[src/rtl/ssa_pkg.sv]
// Shared definitions for the segmented speculative adder.
// Assumes: nothing beyond the user's parameters.
package ssa_pkg;
    // Carry source chosen at one segment boundary.
    typedef enum logic {
        LINK_SPEC = 1'b0,
        LINK_TRUE = 1'b1
    } link_mode_e;

    // Number of sub-adders for a given total width and segment width.
    function automatic int seg_count(input int width, input int seg);
        return width / seg;
    endfunction
endpackage

[src/rtl/ssa_subadder.sv]
// One exact SEG-bit sub-adder with a carry-in and a carry-out.
// Assumes: W >= 1. Purely combinational.
module ssa_subadder #(
    parameter int W = 4
) (
    input  logic [W-1:0] a,
    input  logic [W-1:0] b,
    input  logic         ci,
    output logic [W-1:0] s,
    output logic         co
);
    // Full-width addition including the incoming carry.
    always_comb begin
        {co, s} = {1'b0, a} + {1'b0, b} + {{W{1'b0}}, ci};
    end
endmodule

[src/rtl/ssa_carry_guess.sv]
// Guesses the carry entering a segment from the OVL operand bits just
// below it. The guess is the carry-out of those bits added with carry-in 0.
// Assumes: OVL >= 1. The OVL=0 variant is handled by the parent.
module ssa_carry_guess #(
    parameter int OVL = 2
) (
    input  logic [OVL-1:0] a_lo,
    input  logic [OVL-1:0] b_lo,
    output logic           guess
);
    // Generate/propagate ripple over the guess window, starting from 0.
    always_comb begin
        logic c;
        c = 1'b0;
        for (int i = 0; i < OVL; i++) begin
            c = (a_lo[i] & b_lo[i]) | (c & (a_lo[i] ^ b_lo[i]));
        end
        guess = c;
    end
endmodule

[src/rtl/seg_spec_adder.sv]
// Segmented speculative adder. WIDTH is split into SEG-bit sub-adders.
// link[j] picks, for the boundary above segment j, either the true carry
// (1) or the guessed carry (0). The result is registered once.
// Assumes: WIDTH % SEG == 0, SEG < WIDTH, OVL < SEG. Synchronous active-low reset.
module seg_spec_adder
    import ssa_pkg::*;
#(
    parameter int WIDTH = 16,
    parameter int SEG   = 4,
    parameter int OVL   = 2
) (
    input  logic                                  clk,
    input  logic                                  rst_n,
    input  logic [WIDTH-1:0]                      op_a,
    input  logic [WIDTH-1:0]                      op_b,
    input  logic [seg_count(WIDTH, SEG)-2:0]      link,
    output logic [WIDTH-1:0]                      sum,
    output logic                                  cout
);
    localparam int NSEG  = seg_count(WIDTH, SEG);
    localparam int NLINK = NSEG - 1;

    logic [WIDTH-1:0] sum_d;
    logic             top_co;

    // One sub-adder per segment, each with its own carry selector.
    for (genvar s = 0; s < NSEG; s++) begin : seg_g
        logic ci;
        logic co;

        if (s == 0) begin : g_base
            // The lowest segment always starts from carry 0.
            assign ci = 1'b0;
        end else begin : g_upper
            logic guess;
            if (OVL > 0) begin : g_pred
                ssa_carry_guess #(.OVL(OVL)) u_guess (
                    .a_lo  (op_a[s*SEG-1 -: OVL]),
                    .b_lo  (op_b[s*SEG-1 -: OVL]),
                    .guess (guess)
                );
            end else begin : g_zero
                assign guess = 1'b0;
            end
            // Boundary selector: true ripple carry or guessed carry.
            assign ci = (link_mode_e'(link[s-1]) == LINK_TRUE) ? seg_g[s-1].co : guess;
        end

        ssa_subadder #(.W(SEG)) u_sub (
            .a  (op_a[s*SEG +: SEG]),
            .b  (op_b[s*SEG +: SEG]),
            .ci (ci),
            .s  (sum_d[s*SEG +: SEG]),
            .co (co)
        );
    end

    assign top_co = seg_g[NSEG-1].co;

    // Output register with synchronous clear.
    always_ff @(posedge clk) begin
        if (!rst_n) begin
            sum  <= '0;
            cout <= 1'b0;
        end else begin
            sum  <= sum_d;
            cout <= top_co;
        end
    end


    reset_clear_chk: assert property (@(posedge clk)
        !rst_n |=> (sum == '0) && !cout);


    exact_join_chk: assert property (@(posedge clk) disable iff (!rst_n)
        (&link) |=> {cout, sum} == $past({1'b0, op_a} + {1'b0, op_b}));


    low_seg_exact_chk: assert property (@(posedge clk) disable iff (!rst_n)
        rst_n |=> sum[SEG-1:0] == $past(op_a[SEG-1:0] + op_b[SEG-1:0]));

    // an isolated segment adds only its own bits plus the guess.
    for (genvar j = 0; j < NLINK; j++) begin : chk_g
        localparam int LO = (j + 1) * SEG;
        if (OVL > 0) begin : g_p

            spec_carry_chk: assert property (@(posedge clk) disable iff (!rst_n)
                (link[j] == 1'b0) |=> sum[LO +: SEG] == $past(op_a[LO +: SEG] + op_b[LO +: SEG]
                    + SEG'(({1'b0, op_a[LO-1 -: OVL]} + {1'b0, op_b[LO-1 -: OVL]}) >> OVL)));
        end else begin : g_z

            zero_carry_chk: assert property (@(posedge clk) disable iff (!rst_n)
                (link[j] == 1'b0) |=> sum[LO +: SEG] == $past(op_a[LO +: SEG] + op_b[LO +: SEG]));
        end
    end
endmodule

[config.mk]
export PLATFORM = sky130hd
export DESIGN_NAME = seg_spec_adder
export DESIGN_NICKNAME = d
export VERILOG_FILES = /design/src/rtl/ssa_pkg.sv /design/src/rtl/ssa_subadder.sv /design/src/rtl/ssa_carry_guess.sv /design/src/rtl/seg_spec_adder.sv
export SDC_FILE = /design/constraint.sdc
export NUM_CORES = 1
export LEC_CHECK = 0
export ABC_AREA = 1
export BUFFER_PORTS_ARGS = -buffer_cell sky130_fd_sc_hd__buf_2
export CORE_MARGIN = 3
export CORE_UTILIZATION = 30
export CTS_BUF_LIST = sky130_fd_sc_hd__clkbuf_4
export DETAILED_ROUTE_END_ITERATION = 8
export HOLD_SLACK_MARGIN = 0.1
export PLACE_DENSITY = 0.6
export SYNTH_ARGS = -nofsm -noshare
export SYNTH_HDL_FRONTEND = slang
export SYNTH_SLANG_ARGS = --single-unit
[constraint.sdc]
create_clock -name clk -period 14.4 [get_ports clk]
set_clock_uncertainty 0.1 [all_clocks]
set_input_delay 2.88 -clock clk [delete_from_list [all_inputs] [get_ports clk]]
set_output_delay 2.88 -clock clk [all_outputs]
set_load 0.01 [all_outputs]
==> flow_metrics.tcl <==
set metrics [dict create \
    wl_per_cell_um 10.0 \
    drive_above_1_share_pct 34.5 \
    grtUsageTotal_pct 11.3 \
    async_flop_share_pct 0 \
    setup_viol 0 \
    p_leak_nw 0.760 \
    cts_setup_buffers 0 \
    drc 0 \
    hp-class "in -> reg" \
    tns_ps 0 \
    max_cap_viol_count 0 \
    synth_common_cells "inv_1, dfxtp_1, nand2_1, ha_1, a21oi_1" \
    routed_via_density 4.24 \
    grt_max_degree 15 \
    rsz0062_at_grt "no" \
    avgSynthCellArea_um2 8.83 \
    power_frac_clock_pct 22.2 \
    yosysTopAreaCell "dfxtp_1" \
    die_x_um 63.4 \
    rows 20 \
    clockRootBuffer "clkbuf_4" \
    synthFlopType "dfxtp_1" \
    crit_chain "buf_2 > ha_1 > fa_1 > nand3_1 > o21ai_0 > fa_1 > fa_1 > nand3_1 > o21ai_0 > fa_1 > inv_1 > fa_1 > o31ai_1 > fa_1 > fa_1 > nand2_1 > inv_1 > o21ai_0 > a21oi_1" \
    hold_buffers 0 \
    critPathMaxFanout 3 \
    gp_congestion 0.749 \
    synth_edf_count 0 \
    ys_seq_area_share_pct 34.4 \
    grt_pass1_vias 913 \
    port_buffers 53 \
    wl_um 2130 \
    dpl_cell_area_mm2 0.00129 \
    clockBufferDepth 2 \
    pwr-share-seq_pct 46.7 \
    netSwitchingPower_mw 0.0357 \
    worst_pin_slew_ps 305 \
    cpMostUsedCell "fa_1" \
    vias 899 \
    pwr_density_cell_mw_per_mm2 87.1 \
    die_area_mm2 0.00402 \
    cts.clk_slew.worst_paths_ps 100 \
    nets 226 \
    slew_headroom_pct 79.5 \
    final_hold_viol_count 0 \
    syn_nets 169 \
    cp_data_required_time_ps 14480 \
    min_period_over_period_pct 45.9 \
    initial_core_util_pct 31.9 \
    fp.dieH_um 63.4 \
    place_hpwl_um 1850 \
    synth.most_common_cell "inv_1" \
    fin_crit_ps 6620 \
    slowest_stage "fa_1" \
    antenna_found_initial 0 \
    cts_resized 0 \
    path_class "in -> reg" \
    drtIter0Drc 18 \
    numClockSinks 17 \
    cts_buffers 3 \
    synth_top_area_share_pct 34.4 \
    fmax_mhz 151 \
    ys_top_cells_by_area "dfxtp_1, ha_1, fa_1" \
    dr.pass1.iters 4 \
    arrival_ps 6700 \
    power.internal_mw 0.0795 \
    h-tree-depth 1 \
    antenna_left 0 \
    run_status "complete, no violations" \
    startpoint_type "input port" \
    grt_overflow_total 0 \
    synth.yosys.warnings 0 \
    critPathCaptureType "flip-flop" \
    io_pins 54 \
    grt_pass1_wl_um 3710 \
    synth_cells 112 \
    report.final.slew_viol_count 0 \
    ys_ff_latch 17 \
    power_frac_comb_pct 31.1 \
    cpPeakStageDelay_ps 420 \
    antenna_cells 0 \
    cts_tree "yes" \
    syn_area_um2 988 \
    ir_drop_v 0.0000237 \
    syn2layout_area_growth_pct 33.8 \
    stdcell_area_mm2 0.00132 \
    synthDistinctLibCells 15 \
    core-area_mm2 0.00310 \
    swShare_pct 31.0 \
]
[power groups by stage]
stage	Clock [mW]	Combinational, mW	Sequential, mW
after floorplan	0	0.0181	0.0582
after global placement	0	0.0354	0.0550
after detailed placement	0	0.0364	0.0550
after CTS	0.0267	0.0365	0.0539
after global routing	0.0291	0.0419	0.0545
final	0.0256	0.0358	0.0538
[layer usage]
layer	share of wire (%)	GRT usage (%)
met5	0	0
met1	41	12.6
met2	51	20.5
met4	1.3	4.85
met3	6.4	2.32
[critical path, delay by kind of cell]
kind / cells / cell delay (ps)
adders and majority gates: 8 / 2850
buffers and inverters: 3 / 220
AOI/OAI and AO/OA: 5 / 500
and+or+nand+nor: 3 / 260
[flip-flops by register name, summed over array words and instances, names as in the netlist]
signal,count
cout,1
sum,16
[worst paths after layout]
kind | cells past startpoint | to | from
worst max-delay path | 19 | cout | op_a[0]
worst min-delay path | 4 | sum[0] | op_b[0]
[through the flow]
stage / hold slack (ps) / worst slack [ps] / instances / total power [mW] / utilization [%]
6_report: 2780 / 7780 / 212 / 0.115 / 42.6
5_1_grt: 2810 / 7500 / 212 / 0.125 / 42.6
3_3_place_gp: 3080 / 7520 / 208 / 0.0904 / 41.7
4_1_cts: 2780 / 7750 / 212 / 0.117 / 42.6
2_1_floorplan: 2900 / 7780 / 112 / 0.0763 / -
3_5_place_dp: 3080 / 7440 / 208 / 0.0914 / 41.7
[cell families (layout without fill, tap and decap cells)]
family | after synthesis | count (layout) | synth area share, %
simple gates | 37 | 37 | 16.1
fa+ha+maj | 20 | 20 | 30.6
buf+inv | 19 | 75 | 8.23
compound gates | 17 | 17 | 8.86
flops | 17 | 17 | 34.4
xor+xnor | 2 | 2 | 1.77
[placed cells by master (no fill, tap or decap)]
master and count:
xnor2_1 1, nand2_1 17, fa_1 7, clkinv_2 1
buf_2 53, or2_1 2, nand3_1 7, nand3_2 1
inv_1 18, ha_1 13, o21ai_0 5, dfxtp_1 17
a21oi_1 11, xor2_1 1, nor2_1 10, o31ai_1 1
clkbuf_4 3
[final cells by class]
| class | count | area (um2) |
|---|---|---|
| Multi-Input combinational cell | 76 | 567 |
| Fill cell | 341 | 1780 |
| Clock inverter | 1 | 5.00 |
| Tap cell | 44 | 55.1 |
| Timing Repair Buffer | 53 | 265 |
| Sequential cell | 17 | 340 |
| Inverter | 18 | 67.6 |
| Clock buffer | 3 | 22.5 |
Note: power is estimated with default switching activity, not from simulation.
